### config.mk
export PLATFORM = sky130hd
export DESIGN_NAME = pd_seq
export DESIGN_NICKNAME = d
export VERILOG_FILES = /design/src/rtl/pd_pkg.sv /design/src/rtl/pd_irq_qual.sv /design/src/rtl/pd_nmi_gate.sv /design/src/rtl/pd_wake_arb.sv /design/src/rtl/pd_seq.sv
export SDC_FILE = /design/constraint.sdc
export NUM_CORES = 1
export LEC_CHECK = 0
export BUFFER_PORTS_ARGS = -buffer_cell sky130_fd_sc_hd__buf_4
export CAP_MARGIN = 10
export CORE_ASPECT_RATIO = 1.4
export CORE_MARGIN = 4
export CORE_UTILIZATION = 35
export CTS_CLUSTER_DIAMETER = 100
export CTS_CLUSTER_SIZE = 40
export DETAILED_ROUTE_END_ITERATION = 6
export PLACE_DENSITY = 0.66
export SLEW_MARGIN = 20
export SYNTH_ARGS = -nofsm -noshare
export SYNTH_HDL_FRONTEND = slang
export SYNTH_HIERARCHICAL = 1
export SYNTH_SLANG_ARGS = --single-unit
### constraint.sdc
create_clock -name clk -period 1.4 [get_ports clk]
set_input_delay 0.07 -clock clk [delete_from_list [all_inputs] [get_ports clk]]
set_output_delay 0.07 -clock clk [all_outputs]
set_load 0.01 [all_outputs]
### src/rtl/pd_pkg.sv
package pd_pkg;
  typedef enum logic [1:0] {MD_RUN = 2'b00, MD_SLEEP = 2'b01, MD_STBY = 2'b10} pd_mode_e;
  typedef enum logic [2:0] {WC_IRQ = 3'd0, WC_DMA = 3'd1, WC_POR = 3'd2,
                            WC_MRST = 3'd3, WC_NMI = 3'd4} pd_cause_e;

  // fixed wake priority: por > mrst > nmi > dma > irq
  function automatic pd_cause_e pick_cause(input logic por, input logic mrst,
                                           input logic nmi, input logic dma);
    if (por)       return WC_POR;
    else if (mrst) return WC_MRST;
    else if (nmi)  return WC_NMI;
    else if (dma)  return WC_DMA;
    else           return WC_IRQ;
  endfunction
endpackage

### src/rtl/pd_irq_qual.sv
module pd_irq_qual #(
  parameter int NSRC = 4,
  parameter int LW   = 4
) (
  input  logic [NSRC-1:0]    req,
  input  logic [NSRC-1:0]    en,
  input  logic [NSRC*LW-1:0] lvl,
  input  logic [LW-1:0]      mask,
  output logic               hit
);
  function automatic logic above_mask(input logic [LW-1:0] l, input logic [LW-1:0] m);
    return l > m;
  endfunction

  logic [NSRC-1:0] src_hit;

  for (genvar i = 0; i < NSRC; i++) begin : g_src
    assign src_hit[i] = req[i] & en[i] & above_mask(lvl[i*LW +: LW], mask);
  end

  assign hit = |src_hit;
endmodule

### src/rtl/pd_nmi_gate.sv
module pd_nmi_gate #(
  parameter int LOCK = 5
) (
  input  logic clk,
  input  logic rst_n,
  input  logic load,
  output logic blk
);
  localparam int CW = $clog2(LOCK + 1);
  localparam logic [CW-1:0] LOAD_VAL = CW'(LOCK);

  logic [CW-1:0] cnt_q;

  always_ff @(posedge clk or negedge rst_n) begin
    if (!rst_n)            cnt_q <= '0;
    else if (load)         cnt_q <= LOAD_VAL;
    else if (cnt_q != '0)  cnt_q <= cnt_q - 1'b1;
  end

  assign blk = (cnt_q != '0);
endmodule

### src/rtl/pd_wake_arb.sv
module pd_wake_arb
  import pd_pkg::*;
(
  input  pd_mode_e  mode,
  input  logic      por,
  input  logic      mrst,
  input  logic      nmi,
  input  logic      nmi_blk,
  input  logic      dma,
  input  logic      irq_hit,
  output logic      wake,
  output pd_cause_e cause
);
  logic in_sleep, in_stby, nmi_q, dma_q, irq_q;

  assign in_sleep = (mode == MD_SLEEP);
  assign in_stby  = (mode == MD_STBY);
  assign nmi_q    = nmi & (in_sleep | (in_stby & ~nmi_blk));
  assign dma_q    = dma & in_sleep;
  assign irq_q    = irq_hit & in_sleep;

  assign wake  = ((in_sleep | in_stby) & (por | mrst)) | nmi_q | dma_q | irq_q;
  assign cause = pick_cause(por, mrst, nmi_q, dma_q);
endmodule

### src/rtl/pd_seq.sv
module pd_seq
  import pd_pkg::*;
#(
  parameter int NSRC = 4,
  parameter int LW   = 4,
  parameter int LOCK = 5
) (
  input  logic               clk,
  input  logic               rst_n,
  input  logic               slp_stb_i,
  input  logic               stby_sel_i,
  input  logic [LW-1:0]      mask_lvl_i,
  input  logic [NSRC-1:0]    irq_req_i,
  input  logic [NSRC-1:0]    irq_en_i,
  input  logic [NSRC*LW-1:0] irq_lvl_i,
  input  logic               dma_aerr_i,
  input  logic               por_req_i,
  input  logic               mrst_req_i,
  input  logic               nmi_i,
  output logic               cpu_clk_en_o,
  output logic               per_clk_en_o,
  output logic               per_rst_o,
  output logic               wake_stb_o,
  output logic [2:0]         wake_cause_o,
  output logic [1:0]         mode_o
);
  pd_mode_e  mode_q, mode_d;
  pd_cause_e cause;
  logic      irq_hit, nmi_blk, wake, enter_ok, enter_stby, enter_sleep;
  logic      per_rst_q, wake_stb_q;
  logic [2:0] cause_q;

  pd_irq_qual #(.NSRC(NSRC), .LW(LW)) u_qual (
    .req(irq_req_i), .en(irq_en_i), .lvl(irq_lvl_i), .mask(mask_lvl_i), .hit(irq_hit)
  );

  pd_nmi_gate #(.LOCK(LOCK)) u_nmi (
    .clk(clk), .rst_n(rst_n), .load(enter_stby), .blk(nmi_blk)
  );

  pd_wake_arb u_arb (
    .mode(mode_q), .por(por_req_i), .mrst(mrst_req_i), .nmi(nmi_i), .nmi_blk(nmi_blk),
    .dma(dma_aerr_i), .irq_hit(irq_hit), .wake(wake), .cause(cause)
  );

  // strobe only counts in run mode and loses to a reset request
  assign enter_ok    = (mode_q == MD_RUN) & slp_stb_i & ~por_req_i & ~mrst_req_i;
  assign enter_stby  = enter_ok & stby_sel_i;
  assign enter_sleep = enter_ok & ~stby_sel_i;

  always_comb begin
    mode_d = mode_q;
    if (wake || por_req_i) mode_d = MD_RUN;
    else if (enter_stby)   mode_d = MD_STBY;
    else if (enter_sleep)  mode_d = MD_SLEEP;
  end

  always_ff @(posedge clk or negedge rst_n) begin
    if (!rst_n) begin
      mode_q     <= MD_RUN;
      per_rst_q  <= 1'b0;
      wake_stb_q <= 1'b0;
      cause_q    <= 3'd0;
    end else begin
      mode_q     <= mode_d;
      per_rst_q  <= enter_stby;
      wake_stb_q <= wake;
      cause_q    <= wake ? cause : WC_IRQ;
    end
  end

  assign cpu_clk_en_o = (mode_q == MD_RUN);
  assign per_clk_en_o = (mode_q != MD_STBY);
  assign per_rst_o    = per_rst_q;
  assign wake_stb_o   = wake_stb_q;
  assign wake_cause_o = cause_q;
  assign mode_o       = mode_q;
endmodule

Word level (Yosys, flattened, before mapping)
Index checks and enable logic that the tools add are counted.
- add/sub/neg operators: 1
- $lt $le $gt $ge: 4
- equality and inequality tests: 3
- mux-type cells: 10
- bitwise gates (word level): 28
- reduce and logical (&&, ||, !) cells: 6
- operators with widths (operator ; count):
    1-bit AND ; 18
    3-bit 2-to-1 mux ; 6
    4-bit greater-than comparator ; 4
    2-bit 2-to-1 mux ; 3
    1-bit bitwise OR ; 6
    3-bit nonzero test ; 2
    1-bit inverter ; 4
    4-bit OR reduction ; 1
    3-bit by 1-bit subtractor with 3-bit output (second input constant) ; 1
    2-bit by 1-bit equality test with 1-bit output (second input constant) ; 1
    2-bit equality test (second input constant) ; 1
    2-bit zero test ; 1
    2-bit != test (second input constant) ; 1
    2-bit nonzero test ; 1
    1-bit logical OR ; 1
    1-bit 2-to-1 mux ; 1
- register bits: 10
- input bits: 36
- output and inout port bits: 9
- word-level logic and storage cells: 57

Longest topological paths before layout
Gate-level depths: netlist of run 1.
- depth after elaboration: 10
- mapped depth: 10
- gate-level depth less buffers: 10

Modules after synthesis
The synthesis of run 1 kept the hierarchy.
- by module, submodules not included (module ; instances ; cells an instance ; area an instance (um^2) ; seq. area each (um^2)):
    pd_irq_qual ; 1 ; 48 ; 391.6 ; 0.0
    pd_seq ; 1 ; 19 ; 259.0 ; 175.2
    pd_nmi_gate ; 1 ; 16 ; 175.2 ; 75.1
    pd_wake_arb ; 1 ; 14 ; 85.1 ; 0.0

Worst setup path after synthesis of run 1
No wires, ideal clock.
- path kind: in2reg
- start point: input port mask_lvl_i[1]
- end point: register mode_q[1] (netlist: mode_o[1])
- library setup time: 0.084 ns
- data arrival time: 1.773 ns
- required time: 1.316 ns
- slack: -0.457 ns
- stages: 10
- path buffers: 0
- cells stage by stage: inv_1 > ha_1 > nor2b_4 > o211ai_2 > a21oi_1 > or4_1 > o21ai_0 > o211ai_1 > nor2_1 > a21boi_0
- longest elaborated chain between the ends: 7
- elaborated cells between the ends (all ways): 14
- classes of those cells: 4 x order compare; 1 x mux; 6 x bitwise; 3 x reduce/logical
- RTL lines (item ; RTL line ; text):
    from (decl) ; pd_seq.sv:12 ; input logic [LW-1:0] mask_lvl_i,
    4-bit greater-than comparator ; pd_irq_qual.sv:12 ; return l > m;
    1-bit AND ; pd_irq_qual.sv:18 ; assign src_hit[i] = req[i] & en[i] & above_mask(lvl[i*LW +: LW], mask);
    4-bit OR reduction (*) ; pd_irq_qual.sv:21 ; assign hit = |src_hit;
    via irq_hit ; pd_seq.sv:29 ; logic irq_hit, nmi_blk, wake, enter_ok, enter_stby, enter_sleep;
    1-bit AND (*) ; pd_wake_arb.sv:20 ; assign irq_q = irq_hit & in_sleep;
    1-bit bitwise OR (*) ; pd_wake_arb.sv:22 ; assign wake = ((in_sleep | in_stby) & (por | mrst)) | nmi_q | dma_q | irq_q;
    via wake ; pd_seq.sv:29 ;
    1-bit logical OR (*) ; pd_seq.sv:53 ; if (wake || por_req_i) mode_d = MD_RUN;
    3-bit nonzero test (no line) / 2-bit 2-to-1 mux (equally long branches) ; n/a ;
    to (signal assigned) ; pd_seq.sv:65 ; mode_q <= mode_d;
    to (decl) ; pd_seq.sv:27 ; pd_mode_e mode_q, mode_d;
The timed path passes the listed nets; every way through them passes the cells marked *.
A chain may end at the register's enable or synchronous reset.

Final worst setup path of run 1
- start point: input port mask_lvl_i[1]
- end point: register cause_q[1] (netlist: wake_cause_o[1])
- longest elaborated chain between the ends: 6
- elaborated cells between the ends (all ways): 12
- classes of those cells: 4 x order compare; 1 x mux; 6 x bitwise; 1 x reduce/logical
- RTL lines (item ; RTL line ; text):
    4-bit greater-than comparator ; pd_irq_qual.sv:12 ;
    1-bit AND ; pd_irq_qual.sv:18 ;
    4-bit OR reduction (*) ; pd_irq_qual.sv:21 ;
    via irq_hit ; pd_seq.sv:29 ;
    1-bit AND (*) ; pd_wake_arb.sv:20 ;
    1-bit bitwise OR (*) ; pd_wake_arb.sv:22 ;
    via wake ; pd_seq.sv:29 ;
    3-bit 2-to-1 mux (*) ; pd_seq.sv:68 ; cause_q <= wake ? cause : WC_IRQ;
    to (signal assigned) ; pd_seq.sv:68 ;
    to (decl) ; pd_seq.sv:31 ; logic [2:0] cause_q;
Marked as above.

==> results of run 1 <==
power groups by stage:
| stage | Sequential [mW] | Combinational (mW) | Clock, mW |
|---|---|---|---|
| detailed placement | 0.393 | 0.625 | 0 |
| finish | 0.387 | 0.650 | 0.266 |
| global placement | 0.390 | 0.598 | 0 |
| global route | 0.396 | 0.730 | 0.286 |
| floorplan | 0.398 | 0.331 | 0 |
| CTS | 0.388 | 0.646 | 0.275 |
placed cells by master (no fill, tap or decap), types with 3 or more instances in the layout:
master    netlist  routed
inv_1          14      12
o211ai_1        3       3
nor2_1          7       7
nand4_1         4       4
ha_1           20      16
buf_4           0      53
dfrtp_1        10      10
ha_4            0       4
nor2b_1         6       4
nand3_1         4       4
clkbuf_4        0       3
a21oi_1         8       7
cell type report:
cell class / count / area [sq um] / area share
tap: 34 / 42.54 / 0.02801
sequential: 10 / 250.2 / 0.1647
multi-input combinational: 73 / 701.9 / 0.4621
timing repair buffer: 55 / 422.9 / 0.2784
inverter: 14 / 65.06 / 0.04283
clock buffer: 4 / 36.28 / 0.02389
worst max-delay path by stage:
stage	start	end	slack (ns)	cells past startpoint
2_1_floorplan	mask_lvl_i[3]	mode_o[1]	-0.37	10
3_3_place_gp	mask_lvl_i[1]	mode_o[1]	-0.62	11
3_5_place_dp	mask_lvl_i[1]	mode_o[1]	-0.71	11
4_1_cts	mask_lvl_i[1]	wake_cause_o[1]	-0.32	11
5_1_grt	mask_lvl_i[1]	wake_cause_o[1]	-0.38	11
6_report	mask_lvl_i[1]	wake_cause_o[1]	-0.31	11
flip-flops by register name (all words and copies together) (netlist names):
register and count:
u_nmi/cnt_q 3, wake_cause_o 3, mode_o 2, per_rst_o 1, wake_stb_o 1
metal layers:
metal | global-route usage | vias up
li1 | - | 466
met1 | 0.1510 | 433
met2 | 0.2919 | 36
met3 | 0.01743 | 4
met4 | 0.04040 | 0
met5 | 0 | -
cells by family after synthesis:
group                    after synthesis  share of synthesized area
adder cells (fa/ha/maj)               20                     0.2747
AND/OR/NAND/NOR                       32                     0.2294
buffers and inverters                 14                    0.05769
flip-flops                            10                     0.2747
AO/OA/AOI/OAI                         20                     0.1525
multiplexers                           1                    0.01099
critical path, cell delays in order:
cell and delay, ns:
buf_8 0.09, clkinv_8 0.06, ha_4 0.21, nor2b_4 0.12, o211ai_1 0.19, a21oi_1 0.10
or4_1 0.47, o21ai_1 0.14, o211ai_1 0.12, buf_4 0.16, and2_4 0.12
stage by stage:
step                      std cells  cell area (sq um)    util  worst slack [ns]
after floorplan                  97              968.4       -           -0.3688
after global placement          184               1409  0.5765           -0.6160
after detailed placement        184               1409  0.5765           -0.7127
after CTS                       190               1486  0.6083           -0.3178
after global routing            190               1519  0.6216           -0.3833
final                           190               1519  0.6216           -0.3050
what timing repair did:
action / 4_1_cts / 5_1_grt
endpoints found under the hold margin: 10 / 0
endpoints found under the setup margin: 7 / 8
resized for setup: 8 / 4
setup buffers: 1 / 0
hold buffers: 1 / 0
pin swaps: 6 / 5
cell usage after synthesis:
master,count,share of area
nand4bb_1,1,0.012
inv_1,14,0.058
or2b_1,1,0.0082
o211ai_2,2,0.027
nand2b_4,1,0.015
nor2b_1,6,0.041
nand3_1,4,0.022
and2_1,3,0.021
nor2_1,7,0.029
o21ai_0,1,0.0055
a211o_1,1,0.0096
a21boi_0,1,0.0082
a211oi_1,1,0.0082
dfrtp_1,10,0.27
nand4_1,4,0.027
nor2b_4,1,0.015
o21a_1,1,0.0082
ha_1,20,0.27
o21ai_2,1,0.0096
a21oi_1,8,0.044
mux2i_1,1,0.011
nor4b_2,1,0.016
nor3b_1,1,0.0082
nor3_1,1,0.0055
or4_1,1,0.0082
a31oi_1,1,0.0069
o211ai_1,3,0.025
==> impl_results.md, run 1 <==
- Min-delay src: por_req_i
- Vias in the first global route: 986
- Worst Tran Pin Value: 0.2298 ns
- CP Data Arrival Time: 1.86 ns
- Minimum clock period: 1.705 ns
- Synth warnings: 6
- Hold Vio Cnt, Final: 0
- Met2 WL: 1311 um
- Wire length on met1: 907 um
- # DRC: 0
- Layout area overhead: 66.76%
- Worst Clk Skew: 0.007619 ns
- Net Sw Frac: 0.3106
- Layout cell share with drive strength beyond 1: 0.5000
- Post-Route WL: 2374 um
- Starting DRT DRC Count: 12
- Syn nets: 153
- Total GRT Usage: 0.1438
- CORE AREA: 2444 sq um
- Clock root cell: clkbuf_4
- Slew HR: 0.8462
- Crit path max fanout: 4
- Worst-case reg-to-reg path depth: 8
- WL/cell: 12.49 um
- Outcome: finished with violations
- WL met3: 138 um
- Setup crit end kind: flop
- Total net switching power: 404.8 uW
- Global-route wire length before repair: 3905 um
- Peak supply drop: 0.4238 mV
- Max Freq: 0.5865 GHz
- PwrDens: 857.9 nW/um^2
- Tcrit/Tclk final: 1.218
- Chip Height: 68.36 um
- Final setup TNS: -1.504 ns
- Register bit total from synthesis: 10
- Nets@finish: 213
- Seq/Total Area, Yosys: 0.2747
- Post-Syn Instances: 97
- N_diodes: 0
- CP Data Required Time: 1.56 ns
- Hold path depth: 3
- DR vias/cell: 4.942
- Initial Utilization: 0.3728
- Max-cap viol count: 0
- Reg2reg setup slack: -0.05 ns
- Total Power: 1.303 mW
- Max Used Layer: met4
- Post-DRT Antenna Nets: 0
- Failing checks: negative setup slack
- Largest net degree at the start of global routing: 11
- Clk sink count: 10
- TritonCTS Buffers: 3
- Internal power: 898.4 uW
- Min-delay worst type: in2reg
- Clock Latency Late Sink: 0.27 ns
- Vias: 939
- Worst-path clk slew: 0.08 ns
- RSZ-0062 raised after global routing: true
- Grt total ovfl: 0
- CTS tree: built
- Post-DP HPWL: 2041 um
- Final Slew Violations: 0
- CP Launch Type: input port
- Die Area: 3494 sq um
- Lkg Pwr: 0.7706 nW
- RR Startpoint: u_nmi/cnt_q[0]
- Setup Crit Path Kind: in2reg
- Hold WS: 0.08884 ns
- Yosys cell types: 27
- Drt pass-1 iters: 4
- Reg2Reg Capture Point: wake_cause_o[1]
- Htree depth: 1
- GPL Wtd Cong: 0.7553
- Final setup margin: -0.3050 ns
- Combinational share of power: 0.499
- Clock power frac: 0.204
- Avg Cell Area, Syn: 9.390 sq um
- Die Wd: 51.12 um
- Num rows: 21
- Mapped Area: 910.9 sq um
- Final-report setup violation count: 6
- Sequential Power Share: 0.297
- Hold EP: mode_o[0]
- PortBufs: 44
- Initial antenna violation count: 0
- Num ports: 45
- # fillers: 200
- Clock buffer depth: 2
Power figures use the tool's default switching activity.
==> run 2, diff against run 1 <==
==> constraint.sdc (replaced) <==
create_clock -name clk -period 1.5 [get_ports clk]
set_input_delay 0.075 -clock clk [delete_from_list [all_inputs] [get_ports clk]]
set_output_delay 0.075 -clock clk [all_outputs]
set_load 0.01 [all_outputs]
==> run 2 against run 1 <==
The flow still finishes with violations (negative setup slack). Count of clock-buffer cells in the layout did not move. Via count fell by 3.0%. Worst hold slack got worse by 0.085 ns. Clock power fell by 9.0%. Sequential share of layout area rose by 0.77 points. Combinational power fell by 20%. Die area did not move. Non-clock buffer count fell by 5. Total power fell by 14%. Largest power group unchanged.
==> impl_results.md, run 2 (synthesis results as in run 1) <==
- Reg2reg setup slack: -0.07 ns (-0.02 ns)
- Initial Utilization: 0.3728 (unchanged)
- Hold EP: per_rst_o
- Clk sink count: 10 (unchanged)
- Outcome: finished with violations
- Internal power: 765.3 uW (-15%)
- Failing checks: negative setup slack
- Final Slew Violations: 0 (unchanged)
- Net Sw Frac: 0.3194 (+0.008750)
- Post-Route WL: 2473 um (+4.2%)
- Tcrit/Tclk final: 1.135
- Minimum clock period: 1.702 ns
- TritonCTS Buffers: 3 (unchanged)
- Clock Latency Late Sink: 0.27 ns (about the same)
- Chip Height: 68.36 um (unchanged)
- RR Startpoint: u_nmi/cnt_q[0]
- WL/cell: 13.37 um (+7.0%)
- PortBufs: 44 (unchanged)
- Total net switching power: 359.1 uW (-11%)
- Met3 Track Usage GR: 0.01089 (-0.006536)
- CORE AREA: 2444 sq um (unchanged)
- Clock power frac: 0.216 (+0.012)
- Vias: 911 (-3.0%)
- Die Wd: 51.12 um (unchanged)
- Sequential Power Share: 0.324 (+0.027)
- RSZ-0062 raised after global routing: true
- Starting DRT DRC Count: 12 (unchanged)
- Die Area: 3494 sq um (unchanged)
- Setup crit end kind: flop
- CP Data Arrival Time: 1.90 ns (+0.04 ns)
- Lkg Pwr: 0.7305 nW (-5.2%)
- Post-DRT Antenna Nets: 0 (unchanged)
- N_diodes: 0 (unchanged)
- Commonest non-fill, non-tap cell in the layout: buf_4
- Hold Vio Cnt, Final: 0 (unchanged)
- CP cell instances: buf_8 > inv_8 > ha_4 > nor2b_4 > o211ai_2 > a21oi_1 > or4_1 > o21ai_1 > o211ai_1 > nor2_1 > a21boi_2
- Drt pass-1 iters: 4 (unchanged)
- Total GRT Usage: 0.1515 (+0.007759)
- Max Freq: 0.5876 GHz
- Setup Crit Path Kind: in2reg
- Combinational share of power: 0.460 (-0.039)
- Grt total ovfl: 0 (unchanged)
- CP max stage delay: 0.51 ns (+0.04 ns)
- Hold path depth: 2 (-1)
- Met1 Resource Use GR: 0.1417 (-0.009272)
- Worst-case reg-to-reg path depth: 8 (unchanged)
- Post-DP HPWL: 2150 um (+5.3%)
- DR vias/cell: 4.924 (-0.36%)
- Final setup margin: -0.2020 ns (+0.1031 ns)
- Min-delay worst type: in2reg
- Peak supply drop: 0.3988 mV (-5.9%)
- PwrDens: 774.7 nW/um^2 (-9.7%)
- Min-delay src: por_req_i
- Worst Clk Skew: 0.008288 ns (+0.0006687 ns)
- Global-route wire length before repair: 3981 um (+1.9%)
- Crit path max fanout: 5 (+1)
- Clock buffer depth: 2 (unchanged)
- Htree depth: 1 (unchanged)
- Fin util: 0.5940 (-0.02765)
- Layout area overhead: 59.34%
- CTS tree: built
- Num ports: 45 (unchanged)
- Max-cap viol count: 0 (unchanged)
- Reg2Reg Capture Point: mode_o[1]
- # DRC: 0 (unchanged)
- Worst Tran Pin Value: 0.3552 ns (+0.1255 ns)
- Initial antenna violation count: 0 (unchanged)
- M2 GR Usage: 0.3177 (+0.02581)
- Layout cell share with drive strength beyond 1: 0.4570 (-0.04305)
- CP Launch Type: input port
- Most frequent cells in the layout: buf_4, ha_1, inv_1
- GPL Wtd Cong: 0.7694 (+1.9%)
- Clock root cell: clkbuf_4
- Worst-path clk slew: 0.07 ns (about the same)
- Final setup TNS: -0.8183 ns (+0.6860 ns)
- GRT Max-Usage Layer: met2
- CP Data Required Time: 1.70 ns (+0.14 ns)
- Nets@finish: 208 (-2.3%)
- Vias in the first global route: 1004 (+1.8%)
- Slew HR: 0.7621 (-0.08401)
- Largest net degree at the start of global routing: 11 (unchanged)
- Final-report setup violation count: 6 (unchanged)
- Num rows: 21 (unchanged)
- Crit-path slowest cell: or4_1
-- run 2: area by class of cell --
cell class / instances / area, sq um
inverter: 14 / 60.06
fill: 208 / 992.2
timing repair buffer: 50 / 385.4
tap: 34 / 42.54
clock buffer: 4 / 36.28
multi-input combinational: 73 / 676.9
sequential: 10 / 250.2
-- run 2: metal layers --
metal / vias to the layer above / part of all wire
met5: - / 0
met4: 0 / 0.0057
met3: 2 / 0.055
met2: 34 / 0.58
met1: 423 / 0.36
li1: 452 / -
-- run 2: how the worst max path moves through the flow --
stage	cells after the start	slack, ns	end	from
final	11	-0.20	mode_o[1]	mask_lvl_i[1]
after floorplan	10	-0.27	mode_o[1]	mask_lvl_i[3]
after detailed placement	11	-0.57	mode_o[1]	mask_lvl_i[1]
after global placement	11	-0.53	mode_o[1]	mask_lvl_i[1]
after global routing	11	-0.35	mode_o[1]	mask_lvl_i[1]
after CTS	11	-0.19	mode_o[1]	mask_lvl_i[1]
-- run 2: repair_timing --
action                     4_1_cts  5_1_grt
hold buffers                     1        0
pin swaps                        4        2
hold endpoints to repair        10        0
gates resized for setup          7        0
cloned                           0        0
buffers inserted                 1        0
setup endpoints to repair        6        6
-- run 2: worst max-delay path: cells and delay by family --
kind / cells / cell delay, ns
adder cells (fa/ha/maj): 1 / 0.20
buffers and inverters: 2 / 0.17
AO/OA/AOI/OAI: 5 / 0.68
AND/OR/NAND/NOR: 3 / 0.79
-- run 2: power by group through the flow --
stage | Clock, mW | Combinational [mW] | Sequential [mW]
3_5_place_dp | 0 | 0.503 | 0.369
2_1_floorplan | 0 | 0.309 | 0.371
5_1_grt | 0.258 | 0.591 | 0.371
6_report | 0.242 | 0.518 | 0.364
4_1_cts | 0.244 | 0.523 | 0.364
3_3_place_gp | 0 | 0.478 | 0.366
-- run 2: per-stage QoR --
stage / cells / power [mW] / instance area [sq um] / hold WS [ns] / setup slack (ns)
CTS: 185 / 1.131 / 1451 / 0.004781 / -0.1878
floorplan: 97 / 0.6797 / 968.4 / -0.2206 / -0.2738
global placement: 179 / 0.8438 / 1371 / -0.09192 / -0.5289
finish: 185 / 1.124 / 1451 / 0.003426 / -0.2020
global route: 185 / 1.220 / 1451 / 0.002436 / -0.3506
detailed placement: 179 / 0.8719 / 1371 / -0.08930 / -0.5743
==> run 3, diff against run 2 <==
--- a/config.mk
+++ b/config.mk
@@ -13,7 +13,6 @@
 export CTS_CLUSTER_DIAMETER = 100
 export CTS_CLUSTER_SIZE = 40
 export DETAILED_ROUTE_END_ITERATION = 6
-export PLACE_DENSITY = 0.66
 export SLEW_MARGIN = 20
 export SYNTH_ARGS = -nofsm -noshare
 export SYNTH_HDL_FRONTEND = slang
==> constraint.sdc (replaced) <==
create_clock -name clk -period 2.2 [get_ports clk]
set_input_delay 0.11 -clock clk [delete_from_list [all_inputs] [get_ports clk]]
set_output_delay 0.11 -clock clk [all_outputs]
set_load 0.01 [all_outputs]
==> run 3 against run 2 <==
The run now ends clean. Critical path type unchanged. Final area fell by 8.4%. Routed wire length down 12%. Critical endpoint unchanged. Critical path depth unchanged. Sequential share of layout area grew 1.6 points. Highest routed layer unchanged. Largest power group unchanged. Clock skew down 0.0072 ns. Die area stayed put. Final cell count shrank 2.7%. Combinational power shrank 39%.
==> impl_results.md, run 3 (synthesis results as in run 1) <==
- DR vias/cell: 4.850 (-1.5%)
- Minimum clock period: 1.992 ns
- Pre-CTS WS: -0.07631 ns (+0.4980 ns)
- Lkg Pwr: 0.7014 nW (-4.0%)
- Worst-path clk slew: 0.06 ns (about the same)
- Max-cap viol count: 0 (unchanged)
- Vias: 873 (-4.2%)
- CTS tree: built
- GPL Wtd Cong: 0.7884 (+2.5%)
- Drt pass-1 iters: 4 (unchanged)
- Layout cell share with drive strength beyond 1: 0.3699 (-0.08709)
- Clk sink count: 10 (unchanged)
- Min-delay worst type: in2reg
- CP Launch Type: input port
- Hold Vio Cnt, Final: 0 (unchanged)
- Initial Utilization: 0.3728 (unchanged)
- WL met3: 132 um (-3.6%)
- Final setup margin: 0.2080 ns (+0.4100 ns)
- Clock root cell: clkbuf_4
- Grt total ovfl: 0 (unchanged)
- Post-DP Area: 1284 sq um (-6.4%)
- Chip Height: 68.36 um (unchanged)
- Vias in the first global route: 863 (-14%)
- WL/cell: 12.08 um (-9.6%)
- Post-DP HPWL: 1934 um (-10%)
- Setup Crit Path Kind: in2reg
- RSZ-0062 raised after global routing: false
- Peak supply drop: 0.3003 mV (-25%)
- Met2 WL: 1228 um (-15%)
- Outcome: completed
- Max Used Layer: met4
- Total Power: 726.5 uW (-35%)
- Layout area overhead: 46.02%
- Num ports: 45 (unchanged)
- Max Freq: 0.5020 GHz
- # DRC: 0 (unchanged)
- CP Data Required Time: 2.38 ns (+0.68 ns)
- Worst Clk Skew: 0.001090 ns (-0.007198 ns)
- PwrDens: 546.3 nW/um^2 (-29%)
- Hold WS: 0.1098 ns (+0.1064 ns)
- Most frequent cells in the layout: buf_4, ha_1, inv_1
- Crit path max fanout: 5 (unchanged)
- Initial antenna violation count: 0 (unchanged)
- Largest net degree at the start of global routing: 11 (unchanged)
- Wire length on met1: 792 um (-9.8%)
- PortBufs: 44 (unchanged)
- Final-report setup violation count: 0 (-6)
- Starting DRT DRC Count: 12 (unchanged)
- Total GRT Usage: 0.1318 (-0.01975)
- Clock buffer depth: 2 (unchanged)
- CORE AREA: 2444 sq um (unchanged)
- Final instance area: 1330 sq um (-8.4%)
- # fillers: 240 (+15%)
- Worst Tran Pin Value: 0.5772 ns (+0.2220 ns)
- Die Area: 3494 sq um (unchanged)
- Tcrit/Tclk final: 0.9054
- Htree depth: 1 (unchanged)
- Post-CTS Setup Bufs: 0 (-1)
- Die Wd: 51.12 um (unchanged)
- Clock Latency Late Sink: 0.25 ns (-0.02 ns)
- TritonCTS Buffers: 3 (unchanged)
- Commonest non-fill, non-tap cell in the layout: buf_4
- N_diodes: 0 (unchanged)
- Num rows: 21 (unchanged)
- Nets@finish: 203 (-2.4%)
- Slew HR: 0.6122 (-0.1499)
- Post-Route WL: 2175 um (-12%)
- Global-route wire length before repair: 3456 um (-13%)
- Setup crit end kind: flop
- Post-DRT Antenna Nets: 0 (unchanged)
- Final Slew Violations: 0 (unchanged)
- CP Data Arrival Time: 2.17 ns (+0.27 ns)
## run 3: changes by cell type in the layout (fill, tap and decap cells not counted), sizes merged
cell,before,now
buf,49,44
## run 3: repair_timing
action | CTS | global route
hold endpoints to repair | 10 | 0
hold buffers | 1 | 0
resized for setup | 0 | 0
## run 3: through the flow
step / util / setup TNS (ns) / std cells
3_3_place_gp: 0.5253 / 0 / 175
2_1_floorplan: - / 0 / 97
6_report: 0.5443 / 0 / 180
3_5_place_dp: 0.5253 / -0.09293 / 175
5_1_grt: 0.5443 / 0 / 180
4_1_cts: 0.5443 / 0 / 180
## run 3: area by class of cell
cell class | instances | area, sq um | area share
tap | 34 | 42.54 | 0.03198
inverter | 14 | 52.55 | 0.03951
sequential | 10 | 250.2 | 0.1881
multi-input combinational | 73 | 608.1 | 0.4572
clock buffer | 4 | 36.28 | 0.02728
timing repair buffer | 45 | 340.3 | 0.2559
## run 3: critical path, stage by stage
cell and delay [ns]:
buf_4 0.11, inv_1 0.13, ha_1 0.27, nor2b_1 0.14, o211ai_2 0.13, a21oi_1 0.10, or4_1 0.51, o21ai_0 0.16
o211ai_1 0.16, nor2_1 0.17, a21boi_0 0.19
## run 3: final timing paths
| path | startpoint | end | slack [ns] | cells past startpoint |
|---|---|---|---|---|
| setup / recovery | mask_lvl_i[1] | mode_o[1] | 0.21 | 11 |
| hold / removal | por_req_i | per_rst_o | 0.11 | 2 |
| setup reg to reg | mode_o[0] | mode_o[1] | 0.65 | 7 |
| hold reg to reg | u_nmi/cnt_q[0] | u_nmi/cnt_q[0] | 0.58 | 2 |
| max in group asynchronous | rst_n | mode_o[0] | 1.85 | 2 |
| min in group asynchronous | rst_n | u_nmi/cnt_q[1] | 0.21 | 2 |
## run 3: where the power goes
group | switching, mW | internal (mW) | total [mW]
registers | 0.0271 | 0.224 | 0.251
logic | 0.141 | 0.177 | 0.318
clock network | 0.0574 | 0.100 | 0.158
## run 3: routing by layer
layer / track usage / up-vias
met2: 0.2629 / 36
met5: 0 / -
met3: 0.006536 / 2
met1: 0.1347 / 391
met4: 0.07071 / 0
li1: - / 444
